## src/rtl/poh_pkg.sv

```systemverilog
package poh_pkg;
  localparam int EVT_W = 6;

  // event strobes from control to datapath; field order is bit 15 down to bit 10
  typedef struct packed {
    logic sfDelta;
    logic sdDelta;
    logic uneqEvt;
    logic plmEvt;
    logic n1Delta;
    logic k3Delta;
  } pohEvt_t;
endpackage

```

## src/rtl/poh_persist.sv

```systemverilog
module poh_persist #(
  parameter int BYTE_W = 8,
  parameter int CNT_W  = 4
) (
  input  logic              clk,
  input  logic              rstN,
  input  logic              frameStb,
  input  logic [BYTE_W-1:0] byteIn,
  input  logic [CNT_W-1:0]  persistCfg,
  output logic [BYTE_W-1:0] monOut,
  output logic              deltaOut
);
  localparam logic [CNT_W-1:0] CNT_MAX = {CNT_W{1'b1}};

  logic [BYTE_W-1:0] lastByte;
  logic [CNT_W-1:0]  runCnt, nextCnt, limit;

  always_comb begin
    limit   = (persistCfg == '0) ? CNT_W'(1) : persistCfg;
    nextCnt = (byteIn != lastByte) ? CNT_W'(1)
            : ((runCnt == CNT_MAX) ? runCnt : runCnt + CNT_W'(1));
    deltaOut = frameStb && (nextCnt >= limit) && (byteIn != monOut);
  end

  always_ff @(posedge clk or negedge rstN) begin
    if (!rstN) begin
      lastByte <= '0;
      runCnt   <= '0;
      monOut   <= '0;
    end else if (frameStb) begin
      lastByte <= byteIn;
      runCnt   <= nextCnt;
      if (deltaOut) monOut <= byteIn;
    end
  end

  // monitor never moves without a frame strobe
  a_r13_mon_frame_only: assert property (@(posedge clk) disable iff (!rstN)
    !frameStb |=> $stable(monOut));
  // a monitor update always lands on the byte that was presented
  a_r4_mon_takes_byte: assert property (@(posedge clk) disable iff (!rstN)
    deltaOut |=> (monOut == $past(byteIn)));
endmodule

```

## src/rtl/poh_detect.sv

```systemverilog
module poh_detect
  import poh_pkg::*;
#(
  parameter int BYTE_W = 8,
  parameter int CNT_W  = 4
) (
  input  logic              clk,
  input  logic              rstN,
  input  logic              frameStb,
  input  logic [BYTE_W-1:0] c2Byte,
  input  logic [BYTE_W-1:0] n1Byte,
  input  logic [BYTE_W-1:0] k3Byte,
  input  logic              sfBerState,
  input  logic              sdBerState,
  input  logic [BYTE_W-1:0] expC2,
  input  logic [CNT_W-1:0]  n1Persist,
  input  logic [CNT_W-1:0]  k3Persist,
  output pohEvt_t           evt,
  output logic [BYTE_W-1:0] n1Mon,
  output logic [BYTE_W-1:0] k3Mon
);
  localparam int NUM_MON = 2;

  logic sfPrev, sdPrev, uneqState, plmState;
  logic uneqNow, plmNow;
  logic [NUM_MON-1:0][BYTE_W-1:0] monIn, monOut;
  logic [NUM_MON-1:0][CNT_W-1:0]  monCfg;
  logic [NUM_MON-1:0]             monDelta;

  assign monIn  = {n1Byte, k3Byte};
  assign monCfg = {n1Persist, k3Persist};

  for (genvar g = 0; g < NUM_MON; g++) begin : gMon
    poh_persist #(.BYTE_W(BYTE_W), .CNT_W(CNT_W)) uPersist (
      .clk       (clk),
      .rstN      (rstN),
      .frameStb  (frameStb),
      .byteIn    (monIn[g]),
      .persistCfg(monCfg[g]),
      .monOut    (monOut[g]),
      .deltaOut  (monDelta[g])
    );
  end

  assign n1Mon = monOut[1];
  assign k3Mon = monOut[0];

  always_comb begin
    uneqNow     = (c2Byte == '0);
    plmNow      = (c2Byte != expC2);
    evt.sfDelta = (sfBerState != sfPrev);
    evt.sdDelta = (sdBerState != sdPrev);
    evt.uneqEvt = frameStb && uneqNow && !uneqState;
    evt.plmEvt  = frameStb && plmNow && !plmState;
    evt.n1Delta = monDelta[1];
    evt.k3Delta = monDelta[0];
  end

  always_ff @(posedge clk or negedge rstN) begin
    if (!rstN) begin
      sfPrev    <= 1'b0;
      sdPrev    <= 1'b0;
      uneqState <= 1'b0;
      plmState  <= 1'b0;
    end else begin
      sfPrev <= sfBerState;
      sdPrev <= sdBerState;
      if (frameStb) begin
        uneqState <= uneqNow;
        plmState  <= plmNow;
      end
    end
  end

  // unequipped fires on entry only
  a_r2_uneq_once: assert property (@(posedge clk) disable iff (!rstN)
    evt.uneqEvt |=> !evt.uneqEvt);
  // mismatch fires on entry only
  a_r3_plm_once: assert property (@(posedge clk) disable iff (!rstN)
    evt.plmEvt |=> !evt.plmEvt);
  // after a delta, another one needs a fresh input change
  a_r7_sf_settles: assert property (@(posedge clk) disable iff (!rstN)
    evt.sfDelta |=> (!evt.sfDelta || (sfBerState != $past(sfBerState))));
endmodule

```

## src/rtl/poh_regs.sv

```systemverilog
module poh_regs
  import poh_pkg::*;
#(
  parameter int BYTE_W = 8,
  parameter int DATA_W = 16,
  parameter int ADDR_W = 2
) (
  input  logic              clk,
  input  logic              rstN,
  input  pohEvt_t           evt,
  input  logic [BYTE_W-1:0] n1Mon,
  input  logic [BYTE_W-1:0] k3Mon,
  input  logic              clrOnWrite,
  input  logic              regRd,
  input  logic              regWr,
  input  logic [ADDR_W-1:0] regAddr,
  input  logic [EVT_W-1:0]  regWdata,
  output logic [DATA_W-1:0] regRdata,
  output logic              irq
);
  localparam int EVT_LSB = DATA_W - EVT_W;
  localparam logic [ADDR_W-1:0] ADDR_EVT  = ADDR_W'(0);
  localparam logic [ADDR_W-1:0] ADDR_MASK = ADDR_W'(1);
  localparam logic [ADDR_W-1:0] ADDR_MON  = ADDR_W'(2);

  logic [EVT_W-1:0] evtVec, stickyQ, maskQ, clrVec;
  logic [DATA_W-1:0] rdMux;
  logic evtRd, evtWr;

  assign evtVec = evt;
  assign evtRd  = regRd && (regAddr == ADDR_EVT);
  assign evtWr  = regWr && (regAddr == ADDR_EVT);

  always_comb begin
    if (clrOnWrite) clrVec = evtWr ? regWdata : '0;
    else            clrVec = evtRd ? stickyQ  : '0;
    case (regAddr)
      ADDR_EVT:  rdMux = {stickyQ, {EVT_LSB{1'b0}}};
      ADDR_MASK: rdMux = {maskQ, {EVT_LSB{1'b0}}};
      ADDR_MON:  rdMux = DATA_W'({n1Mon, k3Mon});
      default:   rdMux = '0;
    endcase
  end

  always_ff @(posedge clk or negedge rstN) begin
    if (!rstN) begin
      stickyQ  <= '0;
      maskQ    <= '0;
      regRdata <= '0;
      irq      <= 1'b0;
    end else begin
      stickyQ <= (stickyQ & ~clrVec) | evtVec;
      if (regWr && regAddr == ADDR_MASK) maskQ <= regWdata;
      if (regRd) regRdata <= rdMux;
      irq <= |(stickyQ & ~maskQ);
    end
  end

  // every pending event is latched on the next edge
  a_r11_event_wins: assert property (@(posedge clk) disable iff (!rstN)
    (|evtVec) |=> ((stickyQ & $past(evtVec)) == $past(evtVec)));
  // in read-clear mode no bit is lost without a read of the event register
  a_r9_cor_no_loss: assert property (@(posedge clk) disable iff (!rstN)
    (!clrOnWrite && !evtRd) |=> ((stickyQ & $past(stickyQ)) == $past(stickyQ)));
  // in write-clear mode no bit is lost without a write to the event register
  a_r10_cow_no_loss: assert property (@(posedge clk) disable iff (!rstN)
    (clrOnWrite && !evtWr) |=> ((stickyQ & $past(stickyQ)) == $past(stickyQ)));
  // fully masked or empty register keeps irq low
  a_r12_masked_quiet: assert property (@(posedge clk) disable iff (!rstN)
    ((stickyQ & ~maskQ) == '0) |=> !irq);
endmodule

```

## src/rtl/poh_monitor.sv

```systemverilog
module poh_monitor
  import poh_pkg::*;
#(
  parameter int BYTE_W = 8,
  parameter int CNT_W  = 4,
  parameter int DATA_W = 16,
  parameter int ADDR_W = 2
) (
  input  logic              clk,
  input  logic              rstN,
  input  logic              frameStb,
  input  logic [BYTE_W-1:0] c2Byte,
  input  logic [BYTE_W-1:0] n1Byte,
  input  logic [BYTE_W-1:0] k3Byte,
  input  logic              sfBerState,
  input  logic              sdBerState,
  input  logic [BYTE_W-1:0] expC2,
  input  logic [CNT_W-1:0]  n1Persist,
  input  logic [CNT_W-1:0]  k3Persist,
  input  logic              clrOnWrite,
  input  logic              regRd,
  input  logic              regWr,
  input  logic [ADDR_W-1:0] regAddr,
  input  logic [EVT_W-1:0]  regWdata,
  output logic [DATA_W-1:0] regRdata,
  output logic              irq
);
  pohEvt_t evtStb;
  logic [BYTE_W-1:0] n1Mon, k3Mon;

  poh_detect #(.BYTE_W(BYTE_W), .CNT_W(CNT_W)) uDetect (
    .clk       (clk),
    .rstN      (rstN),
    .frameStb  (frameStb),
    .c2Byte    (c2Byte),
    .n1Byte    (n1Byte),
    .k3Byte    (k3Byte),
    .sfBerState(sfBerState),
    .sdBerState(sdBerState),
    .expC2     (expC2),
    .n1Persist (n1Persist),
    .k3Persist (k3Persist),
    .evt       (evtStb),
    .n1Mon     (n1Mon),
    .k3Mon     (k3Mon)
  );

  poh_regs #(.BYTE_W(BYTE_W), .DATA_W(DATA_W), .ADDR_W(ADDR_W)) uRegs (
    .clk       (clk),
    .rstN      (rstN),
    .evt       (evtStb),
    .n1Mon     (n1Mon),
    .k3Mon     (k3Mon),
    .clrOnWrite(clrOnWrite),
    .regRd     (regRd),
    .regWr     (regWr),
    .regAddr   (regAddr),
    .regWdata  (regWdata),
    .regRdata  (regRdata),
    .irq       (irq)
  );
endmodule

```

## config.mk

```make
export PLATFORM = sky130hd
export DESIGN_NAME = poh_monitor
export DESIGN_NICKNAME = d
export VERILOG_FILES = /design/src/rtl/poh_pkg.sv /design/src/rtl/poh_persist.sv /design/src/rtl/poh_detect.sv /design/src/rtl/poh_regs.sv /design/src/rtl/poh_monitor.sv
export SDC_FILE = /design/constraint.sdc
export NUM_CORES = 1
export LEC_CHECK = 0
export ABC_AREA = 0
export BUFFER_PORTS_ARGS = -buffer_cell sky130_fd_sc_hd__buf_2
export CORE_MARGIN = 1.5
export CORE_UTILIZATION = 55
export CTS_CLUSTER_SIZE = 16
export DETAILED_ROUTE_END_ITERATION = 8
export PLACE_DENSITY_LB_ADDON = 0.12
export SETUP_SLACK_MARGIN = 0.1
export SLEW_MARGIN = 20
export SYNTH_ARGS = -nofsm -noshare
export SYNTH_HDL_FRONTEND = slang
export SYNTH_SLANG_ARGS = --single-unit
```

## constraint.sdc

```tcl
create_clock -name clk -period 3.5 [get_ports clk]
set_clock_uncertainty 0.2 [all_clocks]
set_input_delay 0.35 -clock clk [delete_from_list [all_inputs] [get_ports clk]]
set_output_delay 0.35 -clock clk [all_outputs]
set_load 0.02 [all_outputs]
```

=== After elaboration in Yosys (flattened, before gate mapping) ===
Index checks and enable logic that the tools add are counted.

* $add $sub $neg: 2
* Magnitude comparators: 2
* Equal/unequal tests: 11
* Mux-type cells: 10
* Bitwise logic cells: 5
* Reduce and logical (&&, ||, !) cells: 20

{| class="wikitable"
|+ Operators with widths
! cell !! count
|-
| case mux 16 bit (3 select lines) || 1
|-
| != test 8 bit || 5
|-
| 2-to-1 mux 4 bit || 6
|-
| 2-to-1 mux 6 bit || 3
|-
| AND 6 bit || 2
|-
| NOT 6 bit || 2
|-
| logical AND 1 bit || 11
|-
| adder 4 x 1 -> 4 bit (second input constant) || 2
|-
| == test 4 bit (second input constant) || 2
|-
| >= comparator 4 bit || 2
|-
| logical NOT 4 bit || 2
|-
| logical NOT 8 bit || 1
|-
| OR 6 bit || 1
|-
| OR reduction 6 bit || 1
|-
| AND reduction 2 bit || 2
|-
| == test 2 x 1 -> 1 bit (second input constant) || 1
|-
| == test 2 bit (second input constant) || 1
|-
| logical NOT 1 bit || 2
|-
| logical NOT 2 bit || 1
|-
| != test 1 bit || 2
|}

* Register bits: 73
* Output and inout port bits: 17
* Logic and storage cells: 64

=== Longest topological paths before layout ===
Gate-level depths: netlist of run 1.

* Depth after elaboration: 7
* Gate-level depth with buffers: 9
* Depth with buffers taken out: 9

=== Cells and area by module ===
From an unflattened synthesis of run 1, not the netlist that was laid out.

* Cell total of the unflattened synthesis: 329
* Area, all modules: 3,821.2 µm²

{| class="wikitable"
|+ Modules (own cells, without submodules)
! module !! times used !! cells an instance !! area each (µm²)
|-
| poh_persist || 2 || 97 || 1,146.1
|-
| poh_regs || 1 || 109 || 1,275.0
|-
| poh_detect || 1 || 26 || 254.0
|}

=== Least setup slack after synthesis of run 1 ===
OpenSTA, ideal clock, no wires.

* Path kind: reg-to-reg
* Start point: register uDetect.gMon[1].uPersist.lastByte[4]
* End point: register uDetect.gMon[1].uPersist.monOut[0]
* Setup time: 125 ps
* Arrival time: 2,490 ps
* Required time: 3,175 ps
* Path slack: 685 ps
* Stages on the path, launching flop included: 10
* Path buffers: 0
* Clock period less this slack: 2,815 ps
* Cells stage by stage: dfrtp_1 -> xor2_1 -> nor4_1 -> nand2_1 -> nor2_1 -> ha_1 -> nand2b_1 -> a2111oi_0 -> a211oi_2 -> mux2_2

* Word-level cells in the longest chain between the ends: 6

{| class="wikitable"
|+ RTL lines
! what !! RTL line !! RTL
|-
| from (decl) || poh_persist.sv:15 || <nowiki>logic [BYTE_W-1:0] lastByte;</nowiki>
|-
| from (signal assigned) || poh_persist.sv:31 || <nowiki>lastByte <= byteIn;</nowiki>
|-
| != test 8 bit || poh_persist.sv:20 || <nowiki>nextCnt = (byteIn != lastByte) ? CNT_W'(1)</nowiki>
|-
| 2-to-1 mux 4 bit || poh_persist.sv:20 ||
|-
| >= comparator 4 bit || poh_persist.sv:22 || <nowiki>deltaOut = frameStb && (nextCnt >= limit) && (byteIn != monOut);</nowiki>
|-
| logical AND 1 bit (2 in series) || poh_persist.sv:22 ||
|-
| AND reduction 2 bit (no source line) || n/a ||
|-
| to (signal assigned) || poh_persist.sv:33 || <nowiki>if (deltaOut) monOut <= byteIn;</nowiki>
|-
| to (decl) || poh_persist.sv:10 || <nowiki>output logic [BYTE_W-1:0] monOut,</nowiki>
|}

No other way between the ends.
A chain may end at the register's enable or synchronous reset.

=== Final worst setup path of run 1 ===
* Start point: register uDetect.gMon[1].uPersist.lastByte[6]
* End point: register uDetect.gMon[1].uPersist.monOut[0]

The elaborated chain is that of the path after synthesis.

==> results of run 1 <==
-- sequential cells by signal, indices dropped and copies added, names as in the netlist --
register and cells:
uDetect.gMon.uPersist.lastByte 16, uDetect.gMon.uPersist.monOut 16, uRegs.regRdata 16, uDetect.gMon.uPersist.runCnt 8, uRegs.maskQ 6, uRegs.stickyQ 6, uDetect.plmState 1, uDetect.sdPrev 1
uDetect.sfPrev 1, uDetect.uneqState 1, uRegs.irq 1
-- metal layers --
layer,up-vias,global-route usage,wire (um)
li1,1379,-,-
met1,1333,0.3022,3571
met3,10,0.05294,318
met4,0,0.07478,99
met5,-,0,0
met2,76,0.3393,3288
-- cell usage after synthesis, drive strengths merged --
master,number
a2111oi,2
a211oi,1
a21oi,20
a221oi,1
a22o,2
a31o,4
a31oi,1
and3,3
buf,3
clkbuf,6
dfrtp,73
ha,10
inv,23
mux2,38
mux2i,8
nand2,28
nand2b,2
nand3,8
nand3b,4
nand4,2
nand4b,1
nor2,30
nor2b,1
nor3,2
nor4,10
o211ai,2
o21a,1
o21ai,20
o221ai,1
o22ai,1
xnor2,10
xor2,34
-- layout make-up --
type	count	area [sq um]	share of cell area
clock buffer	11	141.4	0.03191
sequential	73	1827	0.4123
inverter	23	86.33	0.01949
timing repair buffer	79	422.9	0.09545
clock inverter	5	55.05	0.01243
multi-input combinational	247	1802	0.4067
tap	77	96.34	0.02175
-- power groups by stage --
stage / Sequential, mW / Combinational, mW / Clock [mW]
after floorplan: 1.07 / 0.237 / 0
after detailed placement: 1.06 / 0.388 / 0
after global routing: 1.07 / 0.438 / 0.703
after CTS: 1.05 / 0.393 / 0.670
after global placement: 1.06 / 0.380 / 0
final: 1.05 / 0.392 / 0.658
-- through the flow --
| stage | instances | worst slack, ps | hold WS (ps) | instance area (sq um) | util |
|---|---|---|---|---|---|
| final | 515 | 288.1 | 45.76 | 4431 | 0.6860 |
| after global routing | 515 | 109.0 | 38.18 | 4431 | 0.6860 |
| after CTS | 515 | 244.9 | 34.72 | 4420 | 0.6844 |
| after global placement | 496 | 324.3 | 251.3 | 4194 | 0.6494 |
| after floorplan | 352 | 685.4 | -145.6 | 3747 | - |
| after detailed placement | 496 | 191.3 | 253.4 | 4194 | 0.6494 |
-- cell families after synthesis --
family | after synthesis
fa+ha+maj | 10
simple gates | 91
mux | 46
xor+xnor | 44
buf+inv | 32
compound gates | 56
flops | 73
-- worst max path at each step --
| stage | startpoint | endpoint | slack [ps] | depth (start not counted) |
|---|---|---|---|---|
| after floorplan | uDetect.gMon[1].uPersist.lastByte[4] | uDetect.gMon[1].uPersist.monOut[0] | 690 | 9 |
| after global placement | n1Byte[6] | uDetect.gMon[1].uPersist.monOut[1] | 320 | 10 |
| after detailed placement | n1Byte[6] | uDetect.gMon[1].uPersist.monOut[4] | 190 | 10 |
| after CTS | uDetect.gMon[1].uPersist.lastByte[6] | uDetect.gMon[1].uPersist.monOut[0] | 240 | 9 |
| after global routing | uDetect.gMon[1].uPersist.lastByte[6] | uDetect.gMon[1].uPersist.monOut[0] | 110 | 9 |
| final | uDetect.gMon[1].uPersist.lastByte[6] | uDetect.gMon[1].uPersist.monOut[0] | 290 | 9 |
-- repair_timing --
item | CTS | global route
resized for setup | 0 | 2
hold buffers | 3 | 0
setup endpoints to repair | 0 | 9
endpoints found under the hold margin | 23 | 0
==> results.md, run 1 <==
* Worst-path cell chain: xor2_1 > nor4_1 > nand2_1 > nor2_1 > ha_1 > nand2b_1 > a2111oi_1 > a211oi_2 > mux2_2
* Post-DP HPWL at 5316 um
* DR iter-0 viols at 122
* Setup repair bufs after CTS at 0
* Yosys cell types at 35
* CTS tree: built
* Area Overhead vs Synth at 18.23%
* Final hold vios at 0
* Cell taking the most area after synthesis: dfrtp_1
* Core Footprint at 0.006459 sq mm
* Adder-Cell Fraction of Synth Area at 0.03339
* FMAX at 311.3 MHz
* Critical R2R Capture: uDetect.gMon[1].uPersist.monOut[0]
* Area share of and/or/nand/nor cells after synthesis at 0.1159
* Largest family of logic cells by synthesized area: multiplexers
* NumNets Final at 499
* Clk sink count at 73
* Share of post-route cells with drive strength above 1 at 0.3128
* All-Layer GR Usage at 0.2181
* Die Y at 85.55 um
* # Max-Cap Violations at 0
* Int Power at 1.499 mW
* Final Max Tran Viols at 0
* Clk buf depth at 2
* Hold endpoint: uRegs.maskQ[5]
* # IOs at 73
* IR drop worst, VDD at 0.2558 mV
* Cell Area, Synth at 0.003747 sq mm
* Num rows at 29
* Commonest non-fill, non-tap cell in the layout: dfrtp_1
* Min Tclk post-route at 3212 ps
* Share of Yosys cell area claimed by the top area cell type at 0.4875
* Initial cell density of the core at 0.5802
* Lkg Pwr at 2.057 nW
* R2r setup slk at 290 ps
* Hold depth at 2
* Die width at 85.55 um
* Worst Hold Launch: regWdata[5]
* Worst Path Class, Setup: reg2reg
* Syn Inst Count at 352
* Via Count at 2798
* Post-DRT Antenna Nets at 0
* Grt total ovfl at 0
* Via density at 5.433
* Pin count of the biggest net entering global routing at 47
* Area fraction in compound gates after synthesis at 0.09115
* CP required at 3520 ps
* Syn. warnings at 0
* Clk pwr share at 0.313
* Drc violations at 8
* Hold crit path type: in2reg
* Switch Pwr at 0.6008 mW
* Part of the Yosys area used for sequential elements at 0.4875
* Final worst-path cycle share at 0.9177
* Clk_lat worst skew at 350 ps
* Final-layout fill cell count at 506
* Tot Pwr at 2.100 mW
* Startpoint types: flop
* Clock transition at the registers of the reported paths at 80 ps
* Sequential Power Share at 0.500
* CTS Buf Count at 9
* Vias in the first global route at 2825
* Setup_tns at 0 ps
* Mean Syn Cell Area at 10.65 sq um
* Inserted Diodes at 0
* CTS root buf: clkbuf_8
* Post-synthesis xor/xnor area fraction at 0.1028
* Port Buffers at 72
* Status: complete, but fails checks
* Global-route wire length before repair at 12550 um
* RSZ-0062 raised after global routing: false
* CTS HTree Levels at 3
* Slowest stage delay, CP at 530 ps
* Die ar. at 0.007318 sq mm
* Seq cells post-synth at 73
* Final setup fails at 0
* Most frequent cells in the layout: 73 x dfrtp_1, 71 x buf_2, 38 x mux2_2, 34 x xor2_1, 30 x nor2_1
* Critical path buffers and inverters at 0
* Delay-heaviest family, CP: simple AND/OR/NAND/NOR gates
* Drt wl/cell at 14.13 um
* Gp weighted congestion at 0.9089
* Worst slew pin tran at 728.9 ps
* Initial antenna violation count at 0
* Failing checks: design-rule violations
* Detailed Routing Iterations Pass 1 at 6
* Worst-path fanout max at 9
* Final wirelength at 7277 um
* Comb pwr share at 0.186
* FF-to-FF path depth at 9
* Syn_nets at 418
* Critical Path AT at 3240 ps
* Switching Fraction at 0.2861
* PD cells at 474.0 mW/mm^2
* Proportion of synthesized area in mux cells at 0.1356
* Largest cells by area after synthesis: dfrtp_1 49%, mux2_2 11%, xor2_1 7.9%
* Worst path slowest cell: nor4_1
* Slew margin rel. at 0.5132
* CP Capture Type: flop
* FF-to-FF Start: uDetect.gMon[1].uPersist.lastByte[6]
(Power assumes the default switching activity.)
==> run 2, diff against run 1 <==
==> constraint.sdc (replaced) <==
create_clock -name clk -period 3.5 [get_ports clk]
set_clock_uncertainty 0.2 [all_clocks]
set_input_delay 0.175 -clock clk [delete_from_list [all_inputs] [get_ports clk]]
set_output_delay 0.175 -clock clk [all_outputs]
set_load 0.02 [all_outputs]
==> results.md, run 2 (synthesis gave the netlist of run 1 again) <==
* GRT busiest layer: met2
* Final worst-path cycle share at 0.8965 (-0.02120)
* Via density at 5.364 (-1.3%)
* CTS Buf Count at 9 (unchanged)
* Detailed Routing Iterations Pass 1 at 7 (+1)
* Placed cells at 494 (-0.40%)
* Grt met2 use at 0.3436 (+0.004295)
* Post-DRT Antenna Nets at 0 (unchanged)
* DR iter-0 viols at 138 (+13%)
* # Max-Cap Violations at 0 (unchanged)
* Final Max Tran Viols at 0 (unchanged)
* Die Y at 85.55 um (unchanged)
* # IOs at 73 (unchanged)
* CTS HTree Levels at 3 (unchanged)
* Most frequent cells in the layout: 73 x dfrtp_1, 72 x buf_2, 38 x mux2_2, 34 x xor2_1, 30 x nor2_1
* Inserted Diodes at 0 (unchanged)
* Final-layout fill cell count at 479 (-5.3%)
* Num rows at 29 (unchanged)
* Met3 Use GR at 0.04427 (-0.008662)
* Hold crit path type: in2reg
* Critical Path AT at 3160 ps (-80 ps)
* Core Footprint at 0.006459 sq mm (unchanged)
* Slew margin rel. at 0.4897 (-0.02346)
* RSZ-0062 raised after global routing: true
* Final setup fails at 0 (unchanged)
* Final wirelength at 7587 um (+4.3%)
* Die width at 85.55 um (unchanged)
* Commonest non-fill, non-tap cell in the layout: dfrtp_1
* CTS tree: built
* Lkg Pwr at 2.147 nW (+4.4%)
* FMAX at 318.7 MHz (+2.4%)
* Fin cells at 536 (+4.1%)
* Post-DP HPWL at 5335 um (+0.36%)
* Drt wl/cell at 14.15 um (+0.18%)
* Pin count of the biggest net entering global routing at 51 (+8.5%)
* Status: complete, but fails checks
* PD cells at 454.2 mW/mm^2 (-4.2%)
* Clk_lat worst skew at 340 ps (about the same)
* Startpoint types: input pin
* CP required at 3520 ps (about the same)
* Vias in the first global route at 2767 (-2.1%)
* Global-route wire length before repair at 12670 um (+0.93%)
* Biggest regs: uDetect.gMon.uPersist.lastByte (16), uDetect.gMon.uPersist.monOut (16), uRegs.regRdata (16)
* Via Count at 2875 (+2.8%)
* Worst-path fanout max at 9 (unchanged)
* Clock transition at the registers of the reported paths at 70 ps (about the same)
* Final hold vios at 0 (unchanged)
* Clk buf depth at 2 (unchanged)
* Grt total ovfl at 0 (unchanged)
* NumNets Final at 521 (+4.4%)
* Initial antenna violation count at 0 (unchanged)
* Worst slew pin tran at 764.0 ps (+35.12 ps)
* Min Tclk post-route at 3138 ps (-74.21 ps)
* Port Buffers at 72 (unchanged)
* Worst Path Class, Setup: in2reg
* IR drop worst, VDD at 0.2738 mV (+7.1%)
* All-Layer GR Usage at 0.2204 (+0.002239)
* Setup_tns at 0 ps (unchanged)
* Clk sink count at 73 (unchanged)
* Tot Pwr at 2.118 mW (+0.83%)
* Initial cell density of the core at 0.5802 (unchanged)
* Die ar. at 0.007318 sq mm (unchanged)
* Drc violations at 8 (unchanged)
* Share of post-route cells with drive strength above 1 at 0.2985 (-0.01431)
* Area Overhead vs Synth at 24.41%
* CTS root buf: clkbuf_8
* Failing checks: design-rule violations
* Met1 Usage GRT at 0.3130 (+0.01080)
* Gp weighted congestion at 0.8338 (-8.3%)
* CP Capture Type: flop
* Setup repair bufs after CTS at 0 (unchanged)
[run 2: changes by cell type in the layout (fill, tap and decap cells not counted)]
cell and change:
clkinv_4 +1, a2111oi_1 -1, nor4_2 +2, clkbuf_1 -1, a2111oi_0 +1, buf_2 +1
nor4_1 -2, dlygate4sd3_1 +24, clkinvlp_4 -1, buf_4 -3
[run 2: report_power, final]
part / switching [mW] / internal, mW
sequential: 0.0932 / 0.955
clock: 0.310 / 0.343
combinational: 0.202 / 0.213
total: 0.606 / 1.51
[run 2: cell type report]
cell class	count	area, sq um	share of cell area
multi-input cells	247	1813	0.3889
clock inverters	5	56.30	0.01208
clock buffers	10	137.6	0.02952
well taps	77	96.34	0.02067
inverters	23	86.33	0.01852
repair buffers	101	645.6	0.1385
flip-flops and latches	73	1827	0.3918
[run 2: stage by stage]
stage          worst slack [ps]  instance area [sq um]    util  hold WS, ps
3_3_place_gp              388.1                   4179  0.6470       -17.80
5_1_grt                   94.68                   4662  0.7218        47.05
3_5_place_dp              305.3                   4179  0.6470       -18.48
4_1_cts                   192.8                   4643  0.7189        17.75
2_1_floorplan             685.4                   3747       -       -320.6
6_report                  362.3                   4662  0.7218        45.22
[run 2: routing by layer]
| layer | wire [um] | part of all wire |
|---|---|---|
| met1 | 3620 | 0.48 |
| met5 | 0 | 0 |
| met4 | 89 | 0.012 |
| met3 | 371 | 0.049 |
| met2 | 3506 | 0.46 |
[run 2: what timing repair did]
action	4_1_cts	5_1_grt
resized for setup	0	3
endpoints found under the setup margin	0	17
hold buffers	27	0
endpoints found under the hold margin	70	0
[run 2: path summary, 6_finish.rpt]
path	startpoint	end	slack (ps)	depth (start not counted)
worst max-delay path	n1Byte[6]	uDetect.gMon[1].uPersist.monOut[7]	360	11
worst min-delay path	c2Byte[7]	uDetect.uneqState	50	4
worst max register to register	uDetect.gMon[1].uPersist.lastByte[6]	uDetect.gMon[1].uPersist.monOut[7]	450	9
worst min register to register	uDetect.uneqState	uRegs.stickyQ[3]	280	1
max in group asynchronous	rstN	uDetect.gMon[1].uPersist.monOut[2]	1940	3
min in group asynchronous	rstN	uRegs.stickyQ[5]	140	2
[run 2: worst max-delay path, cell delays in order]
cell	delay, ps
dlygate4sd3_1	530
buf_2	150
xor2_1	150
nor4_2	400
o211ai_1	180
nor2_1	150
ha_1	180
o21a_1	110
o21ai_0	80
a211oi_2	630
mux2_2	410
